`src/rtl/keymatrix_pkg.sv`:
```
package keymatrix_pkg;

  typedef enum logic [1:0] {
    ST_SCAN      = 2'd0,
    ST_DEB_PRESS = 2'd1,
    ST_HELD      = 2'd2,
    ST_DEB_REL   = 2'd3
  } kmState_e;

  typedef struct packed {
    logic colAdvance;
    logic capture;
    logic cntClear;
    logic cntInc;
    logic latchCode;
  } kmStrobe_t;

endpackage

```
`src/rtl/keymatrix_dp.sv`:
```
module keymatrix_dp
  import keymatrix_pkg::*;
#(
  parameter int NUM_ROWS       = 5,
  parameter int DEBOUNCE_TICKS = 3,
  parameter int ROW_W          = (NUM_ROWS > 4) ? 3 : 2,
  parameter int CODE_W         = ROW_W + 2
) (
  input  logic                clk,
  input  logic                rst,
  input  kmStrobe_t           strb,
  input  logic [NUM_ROWS-1:0] rowN,
  output logic [3:0]          colN,
  output logic                rowHit,
  output logic                capRowLow,
  output logic                cntDone,
  output logic [CODE_W-1:0]   keyCode
);

  localparam int CNT_W = (DEBOUNCE_TICKS < 1) ? 1 : $clog2(DEBOUNCE_TICKS + 1);
  localparam logic [CNT_W-1:0] CNT_LIM = CNT_W'(DEBOUNCE_TICKS);

  logic [1:0]        colIdxQ;
  logic [ROW_W-1:0]  capRowQ;
  logic [ROW_W-1:0]  hitRow;
  logic [CNT_W-1:0]  cntQ;
  logic [CODE_W-1:0] codeQ;

  // lowest-numbered low row wins
  always_comb begin
    hitRow = '0;
    for (int r = NUM_ROWS - 1; r >= 0; r--) begin
      if (!rowN[r]) hitRow = ROW_W'(r);
    end
  end

  assign rowHit = ~&rowN;

  always_comb begin
    capRowLow = 1'b0;
    for (int r = 0; r < NUM_ROWS; r++) begin
      if (capRowQ == ROW_W'(r)) capRowLow = !rowN[r];
    end
  end

  always_ff @(posedge clk) begin
    if (rst) begin
      colIdxQ <= '0;
      capRowQ <= '0;
    end else begin
      if (strb.colAdvance) colIdxQ <= colIdxQ + 2'd1;
      if (strb.capture)    capRowQ <= hitRow;
    end
  end

  always_ff @(posedge clk) begin
    if (rst)               cntQ <= '0;
    else if (strb.cntClear) cntQ <= '0;
    else if (strb.cntInc)   cntQ <= cntQ + 1'b1;
  end

  assign cntDone = (cntQ == CNT_LIM);

  always_ff @(posedge clk) begin
    if (rst)                codeQ <= '0;
    else if (strb.latchCode) codeQ <= {capRowQ, colIdxQ};
  end

  assign keyCode = codeQ;
  assign colN    = ~(4'b0001 << colIdxQ);

  assert_one_column_R1: assert property (@(posedge clk) disable iff (rst)
    $countones(~colN) == 1);

  assert_cnt_in_range_R4: assert property (@(posedge clk) disable iff (rst)
    cntQ <= CNT_LIM);

endmodule

```
`src/rtl/keymatrix_ctl.sv`:
```
module keymatrix_ctl
  import keymatrix_pkg::*;
(
  input  logic      clk,
  input  logic      rst,
  input  logic      scanTick,
  input  logic      rowHit,
  input  logic      capRowLow,
  input  logic      cntDone,
  output kmStrobe_t strb,
  output logic      dataValid
);

  kmState_e stateQ, stateNext;
  logic     davQ;

  always_comb begin
    strb      = '0;
    stateNext = stateQ;
    unique case (stateQ)
      ST_SCAN: begin
        if (rowHit) begin
          strb.capture  = 1'b1;
          strb.cntClear = 1'b1;
          stateNext     = ST_DEB_PRESS;
        end else if (scanTick) begin
          strb.colAdvance = 1'b1;
        end
      end
      ST_DEB_PRESS: begin
        if (!capRowLow) begin
          strb.cntClear = 1'b1;
          stateNext     = ST_SCAN;
        end else if (cntDone) begin
          strb.latchCode = 1'b1;
          stateNext      = ST_HELD;
        end else if (scanTick) begin
          strb.cntInc = 1'b1;
        end
      end
      ST_HELD: begin
        if (!capRowLow) begin
          strb.cntClear = 1'b1;
          stateNext     = ST_DEB_REL;
        end
      end
      ST_DEB_REL: begin
        if (capRowLow) begin
          strb.cntClear = 1'b1;
        end else if (cntDone) begin
          stateNext = ST_SCAN;
        end else if (scanTick) begin
          strb.cntInc = 1'b1;
        end
      end
      default: stateNext = ST_SCAN;
    endcase
  end

  always_ff @(posedge clk) begin
    if (rst) begin
      stateQ <= ST_SCAN;
      davQ   <= 1'b0;
    end else begin
      stateQ <= stateNext;
      davQ   <= (stateNext == ST_HELD);
    end
  end

  assign dataValid = davQ;

  assert_accept_needs_row_R4: assert property (@(posedge clk) disable iff (rst)
    $rose(davQ) |-> $past(capRowLow));

endmodule

```
`src/rtl/keymatrix_enc.sv`:
```
module keymatrix_enc
  import keymatrix_pkg::*;
#(
  parameter int NUM_ROWS       = 5,
  parameter int DEBOUNCE_TICKS = 3,
  parameter int ROW_W          = (NUM_ROWS > 4) ? 3 : 2,
  parameter int CODE_W         = ROW_W + 2
) (
  input  logic                clk,
  input  logic                rst,
  input  logic                scanTick,
  input  logic [NUM_ROWS-1:0] rowN,
  input  logic                outEnN,
  output logic [3:0]          colN,
  output logic [CODE_W-1:0]   keyCode,
  output logic                codeDrive,
  output logic                dataValid
);

  kmStrobe_t strb;
  logic      rowHit, capRowLow, cntDone;

  keymatrix_ctl i_ctl (
    .clk       (clk),
    .rst       (rst),
    .scanTick  (scanTick),
    .rowHit    (rowHit),
    .capRowLow (capRowLow),
    .cntDone   (cntDone),
    .strb      (strb),
    .dataValid (dataValid)
  );

  keymatrix_dp #(
    .NUM_ROWS       (NUM_ROWS),
    .DEBOUNCE_TICKS (DEBOUNCE_TICKS),
    .ROW_W          (ROW_W),
    .CODE_W         (CODE_W)
  ) i_dp (
    .clk       (clk),
    .rst       (rst),
    .strb      (strb),
    .rowN      (rowN),
    .colN      (colN),
    .rowHit    (rowHit),
    .capRowLow (capRowLow),
    .cntDone   (cntDone),
    .keyCode   (keyCode)
  );

  assign codeDrive = !outEnN;

  assert_drive_follows_enable_R8: assert property (@(posedge clk) disable iff (rst)
    codeDrive != outEnN);

  assert_column_frozen_R2: assert property (@(posedge clk) disable iff (rst)
    dataValid |=> $stable(colN));

  assert_code_only_on_accept_R8: assert property (@(posedge clk) disable iff (rst)
    !$stable(keyCode) |-> $rose(dataValid));

endmodule

```
`config.mk`:
```
export PLATFORM = sky130hd
export DESIGN_NAME = keymatrix_enc
export DESIGN_NICKNAME = d
export VERILOG_FILES = /design/src/rtl/keymatrix_pkg.sv /design/src/rtl/keymatrix_dp.sv /design/src/rtl/keymatrix_ctl.sv /design/src/rtl/keymatrix_enc.sv
export SDC_FILE = /design/constraint.sdc
export NUM_CORES = 1
export LEC_CHECK = 0
export ABC_AREA = 1
export CORE_AREA = 2 2 40 60
export CTS_CLUSTER_SIZE = 10
export DETAILED_ROUTE_END_ITERATION = 10
export DIE_AREA = 0 0 42 62
export PLACE_DENSITY = 0.7
export SLEW_MARGIN = 15
export SYNTH_ARGS = -nofsm -noshare
export SYNTH_HDL_FRONTEND = slang
export SYNTH_SLANG_ARGS = --single-unit
export TNS_END_PERCENT = 50
```
`constraint.sdc`:
```
create_clock -name clk -period 1.4 [get_ports clk]
set_input_delay 0.28 -clock clk [delete_from_list [all_inputs] [get_ports clk]]
set_output_delay 0.28 -clock clk [all_outputs]
set_load 0.01 [all_outputs]
```
# Word level (Yosys, flattened, before mapping)
# Index checks and enable logic that the tools add are counted.
# op_classes
addsub	2
n_eq_ne	9
shifts	1
muxes	30
n_bitwise	1
reduce_logical	11
# ops
cell	n
$mux 2	9
$mux 3	5
$mux 1	13
$eq 2x2->1 const B	4
$pmux 2 s4	1
$eq 3x2->1 const B	2
$logic_not 1->1	6
$reduce_and 5->1	1
$add 2x1->2 const B	2
$not 4->4	1
$reduce_or 2->1	2
$shl 1x2->4 const A	1
$eq 3x1->1 const B	1
$eq 3x3->1 const B	1
$logic_not 3->1	1
$pmux 1 s3	1
$eq 2x1->1 const B	1
$logic_not 2->1	1
$pmux 1 s2	1
# word_totals
ff_bits	15
elab_cells	60

# Logic depth before layout (Yosys ltp)
# depth
word_depth	9
depth_mapped	12

# By module
# From an unflattened synthesis, not the netlist that was laid out.
# hier_totals
hier_cells	122
area_unflattened_um2	864.6
# modules_own_cells
module	n_inst	cells_per_inst	area_each_um2
keymatrix_dp	1	76	585.6
keymatrix_ctl	1	45	275.3
keymatrix_enc	1	1	3.8

# Least setup slack after synthesis
# No wires, ideal clock.
# synth_path
path_type	flip-flop to flip-flop
startpoint	reg i_dp.cntQ[0]
endpoint	reg i_dp.cntQ[1]
setup_time_ns	0.070
t_arrival_ns	1.140
required_ns	1.330
setup_slack_ns	0.190
stages_incl_launch_ff	7
path_buffers	0
synth_period_minus_slack_ns	1.210
path_cell_list	dfxtp_1 -> ha_1 -> nor2_1 -> nand4_1 -> nand2_2 -> nand2_1 -> a21oi_1
# synth_via
elab_chain_len	4
# synth_lines
element	line	text
start, declared	keymatrix_dp.sv:26	logic [CNT_W-1:0] cntQ;
start signal, assigned	keymatrix_dp.sv:59	else if (strb.cntInc) cntQ <= cntQ + 1'b1;
$eq 2x2->1	keymatrix_dp.sv:62	assign cntDone = (cntQ == CNT_LIM);
$mux 1	keymatrix_ctl.sv:34	end else if (cntDone) begin
$mux 1 / $mux 2 (equally long branches)	keymatrix_ctl.sv:48, keymatrix_ctl.sv:31	
$pmux 1 s2	keymatrix_ctl.sv:20	unique case (stateQ)
# Several ways; a longest one is shown, not always the timed one.
# A chain may end at the register's enable or synchronous reset.

# Worst setup path in the final report
# layout_path
startpoint	in rowN[4]
endpoint	reg i_ctl.davQ, in the netlist i_ctl.dataValid
# layout_via
elab_chain_len	5
# layout_lines
element	line	text
start, declared	keymatrix_enc.sv:12	input logic [NUM_ROWS-1:0] rowN,
$logic_not 1->1	keymatrix_dp.sv:42	if (capRowQ == ROW_W'(r)) capRowLow = !rowN[r];
$mux 1	keymatrix_dp.sv:42	
$mux 2, on equally long branches	keymatrix_ctl.sv:48, keymatrix_ctl.sv:31, keymatrix_ctl.sv:42	
$pmux 2 s4 *	keymatrix_ctl.sv:20	
$eq 2x2->1 *	keymatrix_ctl.sv:66	davQ <= (stateNext == ST_HELD);
end signal, assigned	keymatrix_ctl.sv:66	
end, declared	keymatrix_ctl.sv:15	logic davQ;
# Every way passes the cells marked *; elsewhere a longest branch is shown, timed or not.

==> flow_summary.toml <==
[outcome]
status = "complete, no violations"

[layout]
syn_to_final_growth_pct = 44.7
antenna_cells = 0
multi_input_area_um2 = 534
final_common_cell = "inv_1"
n_fill_cell = 195
final_nets = 185
seqCellArea_um2 = 307
drive_above_1_share_pct = 28.9
final_cell_mix = "inv_1 (24), nand2_1 (20), buf_4 (18)"

[drt]
drt-initial-drc-count = 19
routedWlPerCell_um = 11.1
drc_errors = 0
vias = 926
drt-met1-wl_um = 834
firstDrtPassIters = 4
wirelength_um = 2090
wl_met2_um = 1160
via_per_inst = 4.90
ant_nets = 0
wl_met3_um = 61
top_layer = "met4"

[floorplanning]
initial_utilization_pct = 42.4
pin_count = 20
dieArea_um2 = 2600
die_x_um = 42
rows = 21
core_area_um2 = 2130
dieHeight_um = 62

[grt]
grt_max_degree = 11
grt_pass1_vias = 840
grt_pass1_wl_um = 3300
overflow = 0
grt_usage_pct = 16.9
antenna_found_initial = 0

[timing]
rsz0062_at_grt = "true"
worstMarginPinSlew_ns = 0.275
setup_viol = 0
drv_slew = 0
finalCriticalPeriod_ns = 1.35
slew_headroom_pct = 81.7
timing.fmax_ghz = 0.739
hold_viol_final = 0
hold_ws_ns = 0.339
finalCritPeriodShare_pct = 96.6
skew_ns = 0.00880
tns_ns = 0
final.setup.worst_slack_ns = 0.0471

[clocking]
clock-sinks = 15
clkTransAtPathRegs_ns = 0.10
clk_latency_ns = 0.29
cts_root_buffer = "clkbuf_4"
htree_num_levels = 1
cts_buffer_depth = 2
cts_tree = "done"
cts_hold_buf = 0
cts_buffers = 3

[yosys]
synth_top_area_share_pct = 33.3
netlist_area_um2 = 902
synth-simple-area-share_pct = 27.7
synth_xor_area_share_pct = 0
ys_types = 18
ys_ff_latch = 15
synthTopCellsByArea = "dfxtp_1 (33%), ha_1 (12%), inv_1 (11%)"
netlist_instances = 125
ys.warnings.count = 0
synth_compound_area_share_pct = 15.3
synth_fa_ha_area_share_pct = 12.5
syn-num-nets = 143
synth_top_cell_by_area = "dfxtp_1"
synth_top_family_by_area = "simple AND/OR/NAND/NOR gates"
synth.avg_cell_area_um2 = 7.22
synthMuxAreaShare_pct = 0
ys_seq_area_share_pct = 33.3

[critical_path]
slowest_stage = "clkdlybuf4s50_1"
rr_endpoint = "i_ctl.dataValid"
cp-end-kind = "flip-flop"
cp.arrival_ns = 1.55
r2r_setup_slack_ns = 0.07
critPathMaxStageDelay_ns = 0.47
crit_fanout = 5
r2r-start = "i_dp.capRowQ[0]"
required_ns = 1.60
reg2regPathDepth = 9
worstPathCellList = "clkdlybuf4s50_1 -> inv_1 -> nand4_1 -> buf_4 -> buf_4 -> nand3_1 -> a21oi_1 -> nand2_1 -> nand2_1 -> nor2_2"
worstSetupPathType = "in2reg"
cp-start-kind = "input port"

[placement]
port_buffers = 19
place.gp.congestion = 0.810
place_ws_ns = -0.344
dp_hpwl_um = 1620

[pwr]
worst_ir_drop_vdd_mv = 0.481
power_density_nw_per_um2 = 686
p_leak_nw = 0.646

[run]
maxCapViolations = 0

[worst_hold_path]
hold_depth = 3
min_from = "rowN[1]"
whs_endpoint = "i_dp.capRowQ[1]"
hp-class = "in2reg"
## where the power goes
part | switching (mW) | leakage [nW] | internal [mW]
sequential | 0.00655 | 0.123 | 0.434
combinational | 0.107 | 0.505 | 0.0920
clock | 0.150 | 0.0177 | 0.106
total | 0.264 | 0.646 | 0.632
## flip-flops by register name, summed over array words and instances, names as in the netlist
signal and count:
i_ctl.dataValid 1, i_dp.cntQ 2, i_dp.colIdxQ 2, i_ctl.stateQ 2, i_dp.capRowQ 3, i_dp.keyCode 5
## how the worst max path moves through the flow
| stage | startpoint | to | slack, ns |
|---|---|---|---|
| after floorplan | i_dp.cntQ[0] | i_dp.cntQ[1] | 0.19 |
| after global placement | rowN[4] | i_dp.cntQ[0] | -0.29 |
| after detailed placement | rowN[4] | i_dp.cntQ[1] | -0.34 |
| after CTS | rowN[2] | i_dp.colIdxQ[1] | -0.003 |
| after global routing | i_dp.capRowQ[0] | i_ctl.dataValid | -0.01 |
| final | rowN[4] | i_ctl.dataValid | 0.05 |
## what timing repair did
action                                  4_1_cts  5_1_grt
endpoints found under the setup margin       20       16
setup buffers                                 2        1
resized for setup                            28       18
pin swaps                                     1        3
cloned                                        0        0
## critical path, delay by kind of cell
kind	cells	cell delay [ns]
buf+inv	4	0.79
simple gates	5	0.34
compound gates	1	0.13
## final cells by class
class                      instances  share of cell area (%)
timing repair buffer              37                    23.5
sequential                        15                    23.5
tap                               23                    2.21
clock inverter                     1                   0.384
clock buffer                       3                    1.73
inverter                          27                    7.77
multi-input combinational         83                    40.9
## cell families (layout without fill, tap and decap cells)
kind of cell               count (synthesis)  after routing
AOI/OAI and AO/OA                         27             27
adders and majority gates                  9              9
buffers and inverters                     27             68
DFF                                       15             15
and+or+nand+nor                           47             47
## synthesized netlist by cell type (all sizes together)
library cell and number:
inv 27, nand2 25, dfxtp 15, a21oi 14
nand3 12, o21ai 12, ha 9, nor2 6
nand4 3, a211oi 1, nor3 1
## metrics by stage
step                power [mW]  std cells  utilization, %  area, um^2
global placement         0.631        182            58.0        1230
global route             0.946        189            61.3        1310
CTS                      0.890        188            59.1        1260
floorplan                0.548        125               -         902
detailed placement       0.634        182            58.0        1230
finish                   0.896        189            61.3        1310
## routing by layer
metal	GRT usage [%]	vias up
li1	-	483
met1	14.7	422
met2	35.7	17
met3	3.76	4
met4	8.76	0
met5	0	-
Power figures use the tool's default switching activity.
